==> src/rtl/nand_fe_pkg.sv <==
// Shared types and constants for the NAND target front-end.
// Assumes 8-bit host bus; command codes are fixed by the host protocol.
package nand_fe_pkg;

    typedef enum logic [3:0] {
        MD_IDLE, MD_RD_ADDR, MD_RD_DATA, MD_COLCHG, MD_STATUS,
        MD_ID_ADDR, MD_ID_DATA, MD_PG_LOAD, MD_ER_ADDR
    } mode_t;

    typedef enum logic [1:0] {
        OP_READ = 2'd0, OP_PROG = 2'd1, OP_ERASE = 2'd2, OP_RESET = 2'd3
    } op_t;

    localparam logic [7:0] C_RD_SETUP  = 8'h00;
    localparam logic [7:0] C_RD_GO     = 8'h30;
    localparam logic [7:0] C_COL_SETUP = 8'h05;
    localparam logic [7:0] C_COL_GO    = 8'hE0;
    localparam logic [7:0] C_PG_SETUP  = 8'h80;
    localparam logic [7:0] C_PG_GO     = 8'h10;
    localparam logic [7:0] C_ER_SETUP  = 8'h60;
    localparam logic [7:0] C_ER_GO     = 8'hD0;
    localparam logic [7:0] C_IDENT     = 8'h90;
    localparam logic [7:0] C_STATUS    = 8'h70;
    localparam logic [7:0] C_RESET     = 8'hFF;

    localparam int ID_LEN = 5;

    // Identification byte for a given position; zero past the end.
    function automatic logic [7:0] id_byte(input logic [2:0] idx);
        case (idx)
            3'd0:    id_byte = 8'h98;
            3'd1:    id_byte = 8'hF1;
            3'd2:    id_byte = 8'h80;
            3'd3:    id_byte = 8'h95;
            3'd4:    id_byte = 8'h40;
            default: id_byte = 8'h00;
        endcase
    endfunction

endpackage

==> src/rtl/nand_fe_strobe.sv <==
// Strobe decoder: turns sampled write/read strobes into single-cycle
// command, address, write-data and read events.
// Assumes strobes are synchronous to clk and each level lasts >= 1 cycle.
module nand_fe_strobe (
    input  logic clk,
    input  logic rst_n,
    input  logic ce_n,
    input  logic cle,
    input  logic ale,
    input  logic we_n,
    input  logic re_n,
    output logic cmd_v,
    output logic addr_v,
    output logic data_v,
    output logic rd_v
);
    logic we_q, re_q, we_rise;

    // Remember last strobe levels for edge detection.
    always_ff @(posedge clk) begin
        if (!rst_n) begin
            we_q <= 1'b1;
            re_q <= 1'b1;
        end else begin
            we_q <= we_n;
            re_q <= re_n;
        end
    end

    assign we_rise = we_n & ~we_q & ~ce_n;
    assign cmd_v   = we_rise &  cle & ~ale;
    assign addr_v  = we_rise &  ale & ~cle;
    assign data_v  = we_rise & ~cle & ~ale;
    assign rd_v    = ~re_n & re_q & ~ce_n;

    // A decoded bus cycle needs the write strobe low one clock earlier.
    assert_we_edge_R1: assert property (@(posedge clk) disable iff (!rst_n)
        (cmd_v || addr_v || data_v) |-> $past(we_n) == 1'b0);

endmodule

==> src/rtl/nand_fe_busy.sv <==
// Busy timer: loads a duration on start, counts down to zero, and can be
// cut short by abort. Assumes every loaded duration is at least 1.
module nand_fe_busy #(
    parameter int CW = 8
) (
    input  logic          clk,
    input  logic          rst_n,
    input  logic          start,
    input  logic [CW-1:0] dur,
    input  logic          abort,
    output logic          busy,
    output logic          done
);
    logic [CW-1:0] cnt;

    // Load, abort or count down the remaining busy cycles.
    always_ff @(posedge clk) begin
        if (!rst_n)      cnt <= '0;
        else if (start)  cnt <= dur;
        else if (abort)  cnt <= '0;
        else if (busy)   cnt <= cnt - 1'b1;
    end

    assign busy = (cnt != '0);
    assign done = (cnt == CW'(1)) & ~start & ~abort;

    // Busy only ends through a natural finish or an abort.
    assert_busy_end_R3: assert property (@(posedge clk) disable iff (!rst_n)
        $fell(busy) |-> $past(done || abort));

endmodule

==> src/rtl/nand_target_fe.sv <==
// NAND target command front-end: command sequencer, address registers,
// busy control, status and identification replies. Page data lives in an
// external buffer reached through pb_*; array transfers go out on arr_*.
// Assumes 9 <= COL_W <= 16, 9 <= ROW_W <= 16, all busy lengths >= 1.
module nand_target_fe #(
    parameter int COL_W   = 12,
    parameter int ROW_W   = 16,
    parameter int T_READ  = 64,
    parameter int T_PROG  = 256,
    parameter int T_ERASE = 1024,
    parameter int T_RESET = 32
) (
    input  logic             clk,
    input  logic             rst_n,
    input  logic             ce_n,
    input  logic             cle,
    input  logic             ale,
    input  logic             we_n,
    input  logic             re_n,
    input  logic             wp_n,
    input  logic [7:0]       din,
    output logic [7:0]       dout,
    output logic             ry_by,
    output logic [COL_W-1:0] pb_addr,
    output logic             pb_we,
    output logic [7:0]       pb_wdata,
    input  logic [7:0]       pb_rdata,
    output logic             arr_start,
    output logic [1:0]       arr_kind,
    output logic [ROW_W-1:0] arr_row,
    input  logic             arr_fail
);
    import nand_fe_pkg::*;

    localparam int T_MAX1 = (T_READ > T_PROG) ? T_READ : T_PROG;
    localparam int T_MAX2 = (T_ERASE > T_RESET) ? T_ERASE : T_RESET;
    localparam int T_MAX  = (T_MAX1 > T_MAX2) ? T_MAX1 : T_MAX2;
    localparam int TW     = $clog2(T_MAX + 1);

    logic cmd_v, addr_v, data_v, rd_v;
    logic busy, done, t_start, t_abort;
    logic [TW-1:0] t_dur;
    op_t  st_kind, kind;
    mode_t mode;
    logic [2:0] acnt, id_idx;
    logic [COL_W-1:0] col, rd_col;
    logic [ROW_W-1:0] row;
    logic rd_ctx, fail, err;
    logic [7:0] dout_q, status;

    nand_fe_strobe u_strobe (
        .clk(clk), .rst_n(rst_n), .ce_n(ce_n), .cle(cle), .ale(ale),
        .we_n(we_n), .re_n(re_n),
        .cmd_v(cmd_v), .addr_v(addr_v), .data_v(data_v), .rd_v(rd_v)
    );

    nand_fe_busy #(.CW(TW)) u_busy (
        .clk(clk), .rst_n(rst_n), .start(t_start), .dur(t_dur),
        .abort(t_abort), .busy(busy), .done(done)
    );

    // Decide whether this command starts a busy period, and of what kind.
    always_comb begin
        t_start = 1'b0;
        t_dur   = '0;
        st_kind = OP_READ;
        if (cmd_v) begin
            if (din == C_RESET) begin
                if (!(busy && kind == OP_RESET)) begin
                    t_start = 1'b1; t_dur = TW'(T_RESET); st_kind = OP_RESET;
                end
            end else if (!busy) begin
                if (din == C_RD_GO && mode == MD_RD_ADDR && acnt >= 3'd4) begin
                    t_start = 1'b1; t_dur = TW'(T_READ); st_kind = OP_READ;
                end else if (din == C_PG_GO && mode == MD_PG_LOAD && acnt >= 3'd4 && wp_n) begin
                    t_start = 1'b1; t_dur = TW'(T_PROG); st_kind = OP_PROG;
                end else if (din == C_ER_GO && mode == MD_ER_ADDR && acnt >= 3'd2 && wp_n) begin
                    t_start = 1'b1; t_dur = TW'(T_ERASE); st_kind = OP_ERASE;
                end
            end
        end
    end

    assign t_abort   = busy && (kind == OP_PROG || kind == OP_ERASE) && !wp_n && !t_start;
    assign arr_start = t_start && (st_kind != OP_RESET);
    assign arr_kind  = st_kind;
    assign arr_row   = row;
    assign ry_by     = ~busy;
    assign pb_addr   = col;
    assign pb_wdata  = din;
    assign pb_we     = data_v && !busy && (mode == MD_PG_LOAD);
    assign status    = {wp_n, ~busy, 4'b0000, err, fail};
    assign dout      = dout_q;

    // Command sequencer, address capture, result flags and read output.
    always_ff @(posedge clk) begin
        if (!rst_n) begin
            mode <= MD_IDLE; kind <= OP_READ; acnt <= '0; id_idx <= '0;
            col <= '0; rd_col <= '0; row <= '0;
            rd_ctx <= 1'b0; fail <= 1'b0; err <= 1'b0; dout_q <= '0;
        end else begin
            if (t_start) kind <= st_kind;
            if (t_start && (st_kind == OP_PROG || st_kind == OP_ERASE)) fail <= 1'b0;
            if (done && (kind == OP_PROG || kind == OP_ERASE)) fail <= arr_fail;
            if (t_abort) fail <= 1'b1;
            if (cmd_v) begin
                if (din == C_RESET) begin
                    if (t_start) begin
                        mode <= MD_IDLE; err <= 1'b0; fail <= 1'b0; rd_ctx <= 1'b0;
                    end
                end else if (din == C_STATUS) begin
                    mode <= MD_STATUS;
                end else if (!busy) begin
                    case (din)
                        C_RD_SETUP:
                            if (mode == MD_STATUS && rd_ctx) begin
                                mode <= MD_RD_DATA; col <= rd_col;
                            end else begin
                                mode <= MD_RD_ADDR; acnt <= '0;
                            end
                        C_RD_GO:
                            if (t_start) begin
                                mode <= MD_RD_DATA; rd_col <= col; rd_ctx <= 1'b1;
                            end else begin
                                mode <= MD_IDLE; err <= 1'b1;
                            end
                        C_COL_SETUP:
                            if (mode == MD_RD_DATA) begin
                                mode <= MD_COLCHG; acnt <= '0;
                            end else begin
                                mode <= MD_IDLE; err <= 1'b1;
                            end
                        C_COL_GO: begin
                            if (mode == MD_COLCHG && acnt >= 3'd2) mode <= MD_RD_DATA;
                            else begin mode <= MD_IDLE; err <= 1'b1; end
                        end
                        C_PG_SETUP: begin mode <= MD_PG_LOAD; acnt <= '0; rd_ctx <= 1'b0; end
                        C_PG_GO: begin
                            if (!(mode == MD_PG_LOAD && acnt >= 3'd4)) err <= 1'b1;
                            mode <= MD_IDLE;
                        end
                        C_ER_SETUP: begin mode <= MD_ER_ADDR; acnt <= '0; rd_ctx <= 1'b0; end
                        C_ER_GO: begin
                            if (!(mode == MD_ER_ADDR && acnt >= 3'd2)) err <= 1'b1;
                            mode <= MD_IDLE;
                        end
                        C_IDENT: begin mode <= MD_ID_ADDR; rd_ctx <= 1'b0; end
                        default: err <= 1'b1;
                    endcase
                end
            end else if (addr_v && !busy) begin
                if (acnt != 3'd7) acnt <= acnt + 1'b1;
                case (mode)
                    MD_RD_ADDR, MD_PG_LOAD, MD_COLCHG: begin
                        if (acnt == 3'd0) col[7:0] <= din;
                        if (acnt == 3'd1) col[COL_W-1:8] <= din[COL_W-9:0];
                        if (acnt == 3'd2 && mode != MD_COLCHG) row[7:0] <= din;
                        if (acnt == 3'd3 && mode != MD_COLCHG) row[ROW_W-1:8] <= din[ROW_W-9:0];
                    end
                    MD_ER_ADDR: begin
                        if (acnt == 3'd0) row[7:0] <= din;
                        if (acnt == 3'd1) row[ROW_W-1:8] <= din[ROW_W-9:0];
                    end
                    MD_ID_ADDR: begin
                        id_idx <= '0;
                        mode   <= (din == 8'h00) ? MD_ID_DATA : MD_IDLE;
                    end
                    default: ;
                endcase
            end else if (data_v && !busy && mode == MD_PG_LOAD) begin
                col <= col + 1'b1;
            end else if (rd_v) begin
                case (mode)
                    MD_STATUS: dout_q <= status;
                    MD_RD_DATA:
                        if (!busy) begin dout_q <= pb_rdata; col <= col + 1'b1; end
                    MD_ID_DATA:
                        if (!busy) begin
                            dout_q <= id_byte(id_idx);
                            if (id_idx < 3'(ID_LEN)) id_idx <= id_idx + 1'b1;
                        end
                    default: ;
                endcase
            end
        end
    end

    // Address and data cycles during busy leave the address registers alone.
    assert_busy_quiet_R3: assert property (@(posedge clk) disable iff (!rst_n)
        (busy && (addr_v || data_v)) |=> ($stable(col) && $stable(row)));

    // An array start is always followed by a busy period.
    assert_start_busy_R4: assert property (@(posedge clk) disable iff (!rst_n)
        arr_start |=> !ry_by);

    // Status mode persists until a command arrives.
    assert_status_sticky_R8: assert property (@(posedge clk) disable iff (!rst_n)
        (mode == MD_STATUS && !cmd_v) |=> mode == MD_STATUS);

    // Dropping write protect during program/erase releases busy at once.
    assert_wp_abort_R12: assert property (@(posedge clk) disable iff (!rst_n)
        t_abort |=> ry_by);

endmodule

==> config.mk <==
export PLATFORM = sky130hd
export DESIGN_NAME = nand_target_fe
export DESIGN_NICKNAME = d
export VERILOG_FILES = /design/src/rtl/nand_fe_pkg.sv /design/src/rtl/nand_fe_strobe.sv /design/src/rtl/nand_fe_busy.sv /design/src/rtl/nand_target_fe.sv
export SDC_FILE = /design/constraint.sdc
export NUM_CORES = 1
export LEC_CHECK = 0
export BUFFER_PORTS_ARGS = -buffer_cell sky130_fd_sc_hd__buf_4
export CAP_MARGIN = 5
export CORE_MARGIN = 3
export CORE_UTILIZATION = 50
export DETAILED_ROUTE_END_ITERATION = 6
export PLACE_DENSITY = 0.72
export SLEW_MARGIN = 40
export SYNTH_ARGS = -nofsm -noshare
export SYNTH_HDL_FRONTEND = slang
export SYNTH_HIERARCHICAL = 1
export SYNTH_SLANG_ARGS = --single-unit
==> constraint.sdc <==
create_clock -name clk -period 5.7 [get_ports clk]
set_input_delay 1.14 -clock clk [delete_from_list [all_inputs] [get_ports clk]]
set_output_delay 1.14 -clock clk [all_outputs]
set_load 0.05 [all_outputs]
# Word level (Yosys, flattened, before mapping)
# Cells that the tools add are included.
totals:
  in_bits: 25
  elab_cells: 273
  reg_bits: 76
op_classes:
  n_bitwise: 25
  n_eq_ne: 68
  mux: 96
  n_reduce_logical: 61
  order_cmp: 3
  addsub: 4
ops:
  columns: ["operator", "count"]
  rows:
  - ["2-to-1 mux 12 bit", 12]
  - ["2-to-1 mux 11 bit", 9]
  - ["2-to-1 mux 3 bit", 16]
  - ["2-to-1 mux 8 bit", 6]
  - ["== test 8 bit (second input constant)", 5]
  - ["case mux 8 bit (5 select lines)", 1]
  - ["2-to-1 mux 4 bit", 8]
  - ["case mux 16 bit (2 select lines)", 1]
  - ["case mux 4 bit (8 select lines)", 1]
  - ["AND reduction 10 bit", 3]
  - ["inequality test 3 bit (second input constant)", 9]
  - ["2-to-1 mux 1 bit", 26]
  - ["logical AND 1 bit", 24]
  - ["case mux 8 bit (3 select lines)", 1]
  - ["2-to-1 mux 2 bit", 11]
  - ["inequality test 2 bit (second input constant)", 10]
  - ["inequality test 2 x 1 -> 1 bit (second input constant)", 9]
  - ["== test 4 x 3 -> 1 bit (second input constant)", 4]
  - ["== test 8 x 7 -> 1 bit (second input constant)", 2]
  - ["inequality test 3 x 2 -> 1 bit (second input constant)", 5]
  - ["AND reduction 5 bit", 3]
  - ["AND reduction 7 bit", 2]
  - ["nonzero test 2 bit", 7]
  - ["NOT 1 bit", 13]
  - ["37 further kinds", 69]

# Longest topological paths before layout
# Gate-level depths: netlist (run 1).
logic_depth:
  word_depth: 20
  mapped_depth: 16
  mapped_depth_nobuf: 14

# Cells and area by module
# Netlist (run 1), hierarchy kept.
by_module_without_submodules:
  columns: ["mod", "area_each_um2", "cells_per_inst", "seq_area_each_um2", "instances"]
  rows:
  - ["nand_target_fe", 4060.1, 519, 1261.2, 1]
  - ["nand_fe_busy", 651.9, 78, 220.2, 1]
  - ["nand_fe_strobe", 100.1, 10, 40.0, 1]

# Least setup slack after synthesis (run 1)
# Ideal clock, no wire load.
synth_timing:
  path_kind: "input-to-output"
  from: "input port ale"
  to: "output port arr_start"
  t_arrival_ns: 3.921
  cell_stages: 9
  setup_slack_ns: 0.639
  path_cell_list: "nor2_1 and4b_1 clkbuf_1 clkbuf_1 buf_1 o21ai_0 a21oi_1 ha_1 nor3_1"
synth_via:
  elab_chain_cells: 5
  elab_cells_between_ends: 6
  classes_between: "eq/ne (1); mux (2); bitwise (2); reduce/logical (1)"
synth_lines:
  columns: ["item", "line", "rtl"]
  rows:
  - ["from (decl)", "nand_target_fe.sv:17", "input logic ale,"]
  - ["NOT 1 bit", "nand_fe_strobe.sv:31", "assign cmd_v = we_rise & cle & ~ale;"]
  - ["AND 1 bit", "nand_fe_strobe.sv:31", null]
  - ["via cmd_v", "nand_target_fe.sv:40", "logic cmd_v, addr_v, data_v, rd_v;"]
  - ["2-to-1 mux 2 bit", "nand_target_fe.sv:67", "if (cmd_v) begin"]
  - ["via arr_kind[1]", "nand_target_fe.sv:29", "output logic [1:0] arr_kind,"]
  - ["inequality test 2 bit", "nand_target_fe.sv:85", "assign arr_start = t_start && (st_kind != OP_RESET);"]
  - ["logical AND 1 bit", "nand_target_fe.sv:85", null]
  - ["to (decl)", "nand_target_fe.sv:28", "output logic arr_start,"]
# The timed path passes the listed nets, and every way through them passes these cells.

# Worst setup path in the final report (run 1)
layout_timing:
  from: "input port din[0]"
  to: "output port arr_start"
layout_via:
  elab_chain_cells: 12
  elab_cells_between_ends: 26
  classes_between: "eq/ne (5); mux (12); reduce/logical (9)"
layout_lines:
  columns: ["item", "line", "rtl"]
  rows:
  - ["from (decl)", "nand_target_fe.sv:21", "input logic [7:0] din,"]
  - ["== test 8 bit", "nand_target_fe.sv:77", "end else if (din == C_ER_GO && mode == MD_ER_ADDR && acnt >= 3'd2 && wp_n) begin"]
  - ["logical AND 1 bit (3 in a row)", "nand_target_fe.sv:77", null]
  - ["2-to-1 mux 2 bit", "nand_target_fe.sv:77", null]
  - ["2-to-1 mux 2 bit", "nand_target_fe.sv:75", "end else if (din == C_PG_GO && mode == MD_PG_LOAD && acnt >= 3'd4 && wp_n) begin"]
  - ["2-to-1 mux 2 bit", "nand_target_fe.sv:73", "if (din == C_RD_GO && mode == MD_RD_ADDR && acnt >= 3'd4) begin"]
  - ["2-to-1 mux 2 bit", "nand_target_fe.sv:72", "end else if (!busy) begin"]
  - ["2-to-1 mux 2 bit", "nand_target_fe.sv:68", "if (din == C_RESET) begin"]
  - ["2-to-1 mux 2 bit", "nand_target_fe.sv:67", null]
  - ["inequality test 2 bit", "nand_target_fe.sv:85", null]
  - ["logical AND 1 bit *", "nand_target_fe.sv:85", null]
# Mark *: on every way between the ends. The rest lies on a longest branch, timed or not.

==> impl_metrics.tcl, run 1 <==
set metrics [dict create \
    outcome "completed" \
    reg2reg_to "fail$_SDFF_PN0_" \
    port_buffers 73 \
    ys_seq_area_share_pct 31.6 \
    fillCellCount 898 \
    hpwl_um 9510 \
    grt_max_degree 46 \
    routedWlPerCell_um 17.0 \
    slew_violations 0 \
    setup_tns_ps 0 \
    hold_depth 2 \
    wl_um 13500 \
    slowest_delay_ps 470 \
    worst-endpoint-arrival_ps 3180 \
    min_path_type "register to register" \
    clk_pin_slew_worst_paths_ps 80 \
    period_minus_slack_ps 4320 \
    worstMarginPinSlew_ps 817 \
    synthFlopType "dfxtp_1" \
    crit_fanout 12 \
    worstReg2RegStart "mode[3]$_SDFFE_PN0P_" \
    antenna_found_initial 0 \
    htree_levels 3 \
    yosys_register_bits 76 \
    die-area_sq_mm 0.0108 \
    gp_congestion 0.934 \
    first_pass_iters 5 \
    ys.warnings.count 6 \
    powerDensity_mw_per_mm2 242 \
    finClkSkew_ps 9.26 \
    rsz0062_at_grt "no" \
    cp_cell_sequence "buf_4, nor4_1, buf_4, nand3_1, or4_1, a21oi_1, ha_1, nor3_1, buf_4" \
    fmax_mhz 232 \
    mostFrequentLayoutCells "80 x buf_4, 77 x nand2_1, 76 x dfxtp_1" \
    critPathRequiredTime_ps 4560 \
    path_delay_family "simple AND/OR/NAND/NOR gates" \
    netlist_area_sq_mm 0.00481 \
    cts_resized 0 \
    p_leak_nw 2.10 \
    regArea_sq_mm 0.00152 \
    holdWs_ps 457 \
    viasPerCell 6.08 \
    grt_overflow 0 \
    power.total_w 0.00135 \
    setup_viol 0 \
    synth_cells 607 \
    slew_headroom_pct 45.4 \
    grt_pass1_wl_um 22400 \
    clockRootBuffer "clkbuf_8" \
    drc 0 \
    whs_endpoint "dout[3]$_SDFFE_PN0P_" \
    fp.coreArea_sq_mm 0.00928 \
    fp.dieW_um 104 \
    peakVddDrop_uv 186 \
    multi_input_area_sq_mm 0.00299 \
    cts.sinks 76 \
    cts_made_buffers 9 \
    clockBufferDepth 2 \
    synth_edf_count 0 \
    rows 35 \
    final_layout_size_suffix_gt1_share_pct 18.0 \
    cap_viol_max_count 0 \
    final_hold_viol_count 0 \
    boundaryPins 74 \
    r2r_setup_slack_ps 2430 \
    crit_slowest_cell "or4_1" \
    hp-start "dout[3]$_SDFFE_PN0P_" \
    cpMostUsedCell "buf_4" \
    final_nets 696 \
    die_y_um 104 \
    grt_pass1_vias 4360 \
    postCtsHoldBufs 0 \
    synth_cell_types 82 \
    r2r_cells 13 \
    drtIter0Drc 421 \
    diodes 0 \
    cts_setup_buffers 0 \
    cp_num_buf_inv 3 \
    grt.total_usage_pct 25.0 \
    syn2layout_area_growth_pct 15.6 \
    antenna_left 0 \
    layout_commonest_cell "buf_4" \
    critical_path.endpoint_type "primary output" \
    vias 4803 \
    fin_crit_sh_pct 75.7 \
    synth_area_per_cell_sq_um 7.93 \
    async_flop_share_pct 0 \
    critical_path.startpoint_type "primary input" \
    path_class "primary input to primary output" \
    clk_latency_ps 350 \
    cts_tree "done" \
    start_util_pct 51.8 \
]
## cell families (layout without fill, tap and decap cells)
kind of cell             after synthesis  after routing  synth area share [%]
AO/OA/AOI/OAI                        164            164                  23.9
XOR/XNOR                               6              6                  1.09
adder cells (fa/ha/maj)               15             15                  3.90
buffers and inverters                 72            120                  6.76
flip-flops                            76             76                  31.6
multiplexers                          26             26                  5.46
other                                  1              7                0.0779
AND/OR/NAND/NOR                      247            247                  27.2
## per-layer routing
metal / global-route usage [%] / part of all wire (%) / up-vias
met5: 0 / 0 / -
met4: 6.55 / 1.6 / 0
met3: 6.39 / 7.5 / 26
met2: 38.9 / 46 / 229
met1: 34.5 / 45 / 2234
li1: - / - / 2314
## final cells by class
cell class	count	area share, %
clock buffer	12	2.61
sequential	76	27.4
tap	129	2.90
inverter	23	1.55
clock inverter	4	0.877
multi-input combinational	465	53.8
timing repair buffer	81	10.9
## Yosys cell counts, drive strengths merged, types with 10 or more instances
library cell,count,area share (%)
a211oi,12,1.9
a21oi,37,3.8
a31oi,13,1.7
buf,22,2.9
clkbuf,27,2.1
dfxtp,76,32
ha,15,3.9
inv,23,1.8
mux2i,24,5.0
nand2,77,6.0
nand2b,10,1.3
nand3,19,2.2
nor2,57,4.5
nor3,10,1.0
o211ai,11,1.7
o21ai,27,2.8
## worst max path at each step
stage,start,cells after the start,endpoint
2_1_floorplan,ale,9,arr_start
3_3_place_gp,din[0],9,arr_start
3_5_place_dp,din[0],9,arr_start
4_1_cts,din[0],9,arr_start
5_1_grt,ale,9,arr_start
6_report,din[0],9,arr_start
## registers in the layout, summed over array words and instances, names as in the netlist, 2 cells and up
| name | cells |
|---|---|
| kind | 2 |
| arr_row | 16 |
| dout | 8 |
| id_idx | 3 |
| mode | 4 |
| u_busy/cnt | 11 |
| rd_col | 12 |
| pb_addr | 12 |
| acnt | 3 |
## worst reg2reg max path, stage by stage (launching register included)
cell	delay, ps
dfxtp_1	600
or4b_4	570
o32a_1	220
o311a_1	340
nor2_1	100
buf_4	220
nor2_1	100
nor3_1	190
and2_1	170
and3_2	190
nand2_1	80
o21ai_0	70
o21ai_0	110
a211oi_1	240
## metrics by stage
| stage | utilization (%) | setup WS, ps | std cells | cell area, sq um |
|---|---|---|---|---|
| after global placement | 57.8 | 1500 | 773 | 5360 |
| final | 59.9 | 1380 | 790 | 5560 |
| after CTS | 59.9 | 1380 | 790 | 5560 |
| after floorplan | - | 639 | 613 | 4830 |
| after global routing | 59.9 | 1180 | 790 | 5560 |
| after detailed placement | 57.8 | 1400 | 774 | 5370 |
## where the power goes
group	switching [W]	internal (W)	total [W]
Sequential	0.0000324	0.000557	0.000590
Combinational	0.000203	0.000138	0.000341
Clock	0.000204	0.000214	0.000418
Total	0.000439	0.000909	0.00135
Note: power is estimated with default switching activity, not from simulation.
==> inputs of run 2 (changes only) <==
==> constraint.sdc (replaced) <==
create_clock -name clk -period 4.49 [get_ports clk]
set_input_delay 0.898 -clock clk [delete_from_list [all_inputs] [get_ports clk]]
set_output_delay 0.898 -clock clk [all_outputs]
set_load 0.05 [all_outputs]
==> impl_metrics.tcl, run 2 (synthesis gave the netlist of run 1 again) <==
set metrics [dict create \
    min_path_type "register to register" \
    outcome "completed" \
    routedWlPerCell_um 17.1 \
    viasPerCell 6.09 \
    holdWs_ps 457 \
    vias 4807 \
    fillCellCount 849 \
    final_layout_size_suffix_gt1_share_pct 18.5 \
    path_class "primary input to primary output" \
    die_y_um 104 \
    slew_violations 0 \
    p_leak_nw 2.11 \
    port_buffers 73 \
    grt_max_degree 47 \
    drc 0 \
    worstMarginPinSlew_ps 738 \
    clk_latency_ps 350 \
    fmax_mhz 265 \
    fin_area_sq_mm 0.00562 \
    postCtsHoldBufs 0 \
    cts_tree "done" \
    hpwl_um 9470 \
    first_pass_iters 6 \
    clk_pin_slew_worst_paths_ps 80 \
    rsz0062_at_grt "no" \
    antenna_left 0 \
    critical_path.startpoint_type "primary input" \
    crit_fanout 9 \
    dpl_cell_area_sq_mm 0.00539 \
    cts_resized 0 \
    syn2layout_area_growth_pct 16.7 \
    start_util_pct 51.8 \
    die-area_sq_mm 0.0108 \
    critical_path.endpoint_type "primary output" \
    diodes 0 \
    wl_um 13500 \
    htree_levels 3 \
    fp.dieW_um 104 \
    boundaryPins 74 \
    worst-endpoint-arrival_ps 2880 \
    clockRootBuffer "clkbuf_8" \
    drtIter0Drc 581 \
    fp.coreArea_sq_mm 0.00928 \
    cts_setup_buffers 0 \
    gp_congestion 0.913 \
    clockBufferDepth 2 \
    layout_commonest_cell "buf_4" \
    critPathRequiredTime_ps 3590 \
    mostFrequentLayoutCells "81 x buf_4, 77 x nand2_1, 76 x dfxtp_1" \
    setup_tns_ps 0 \
    grt_pass1_vias 4613 \
    antenna_found_initial 0 \
    peakVddDrop_uv 273 \
    slew_headroom_pct 50.4 \
    grt_pass1_wl_um 22600 \
    r2r_setup_slack_ps 1120 \
    crit_slowest_cell "nor4_1" \
    cap_viol_max_count 0 \
    finClkSkew_ps 12.2 \
    fin_crit_sh_pct 84.1 \
    cts.sinks 76 \
    final_nets 696 \
    grt.total_usage_pct 24.8 \
    setup_viol 0 \
    grt_overflow 0 \
    cpMostUsedCell "buf_4" \
    cts_made_buffers 9 \
    rows 35 \
    final_hold_viol_count 0 \
    largest_reg_flops 16 \
    period_minus_slack_ps 3780 \
    powerDensity_mw_per_mm2 316 \
    slowest_delay_ps 480 \
    cp_cell_sequence "buf_4, nor4_1, nand3_1, or4_1, a21oi_2, ha_1, nor3_2, buf_4" \
]
[run 2: worst paths after layout]
check,start,to,depth (start not counted)
setup / recovery,din[0],arr_start,8
hold / removal,dout[0]$_SDFFE_PN0P_,dout[0]$_SDFFE_PN0P_,2
setup reg to reg,u_busy/cnt[0]$_SDFFE_PN0P_,fail$_SDFF_PN0_,14
hold reg to reg,dout[0]$_SDFFE_PN0P_,dout[0]$_SDFFE_PN0P_,2
[run 2: final cells by class]
cell class	instances	area, sq um	share of cell area (%)
multi-input cells	465	3010	53.7
clock inverters	4	72.6	1.29
inverters	23	87.6	1.56
well taps	129	161	2.87
clock buffers	11	151	2.70
repair buffers	81	608	10.8
flip-flops and latches	76	1520	27.1
[run 2: power breakdown]
group          switching (W)  internal (W)
sequential         0.0000409      0.000708
combinational       0.000261      0.000174
clock               0.000254      0.000340
total               0.000556       0.00122
[run 2: per-layer routing]
metal	share of wire (%)	vias to the layer above	GRT usage [%]
met3	8.1	30	5.15
met4	1.9	0	6.74
li1	-	2315	-
met2	45	212	40.6
met5	0	-	0
met1	45	2250	33.3
[run 2: metrics by stage]
| stage | std cells | utilization, % | total power (W) | worst slack (ps) |
|---|---|---|---|---|
| 3_5_place_dp | 774 | 58.1 | 0.00119 | 727 |
| 5_1_grt | 789 | 60.5 | 0.00187 | 561 |
| 2_1_floorplan | 613 | - | 0.00107 | 292 |
| 4_1_cts | 789 | 60.5 | 0.00178 | 722 |
| 3_3_place_gp | 774 | 58.0 | 0.00117 | 728 |
| 6_report | 789 | 60.5 | 0.00178 | 713 |
[run 2: critical path, delay by kind of cell]
| kind | cells | cell delay, ps |
|---|---|---|
| AND/OR/NAND/NOR | 4 | 1190 |
| buffers and inverters | 2 | 370 |
| AO/OA/AOI/OAI | 1 | 220 |
| adder cells (fa/ha/maj) | 1 | 200 |
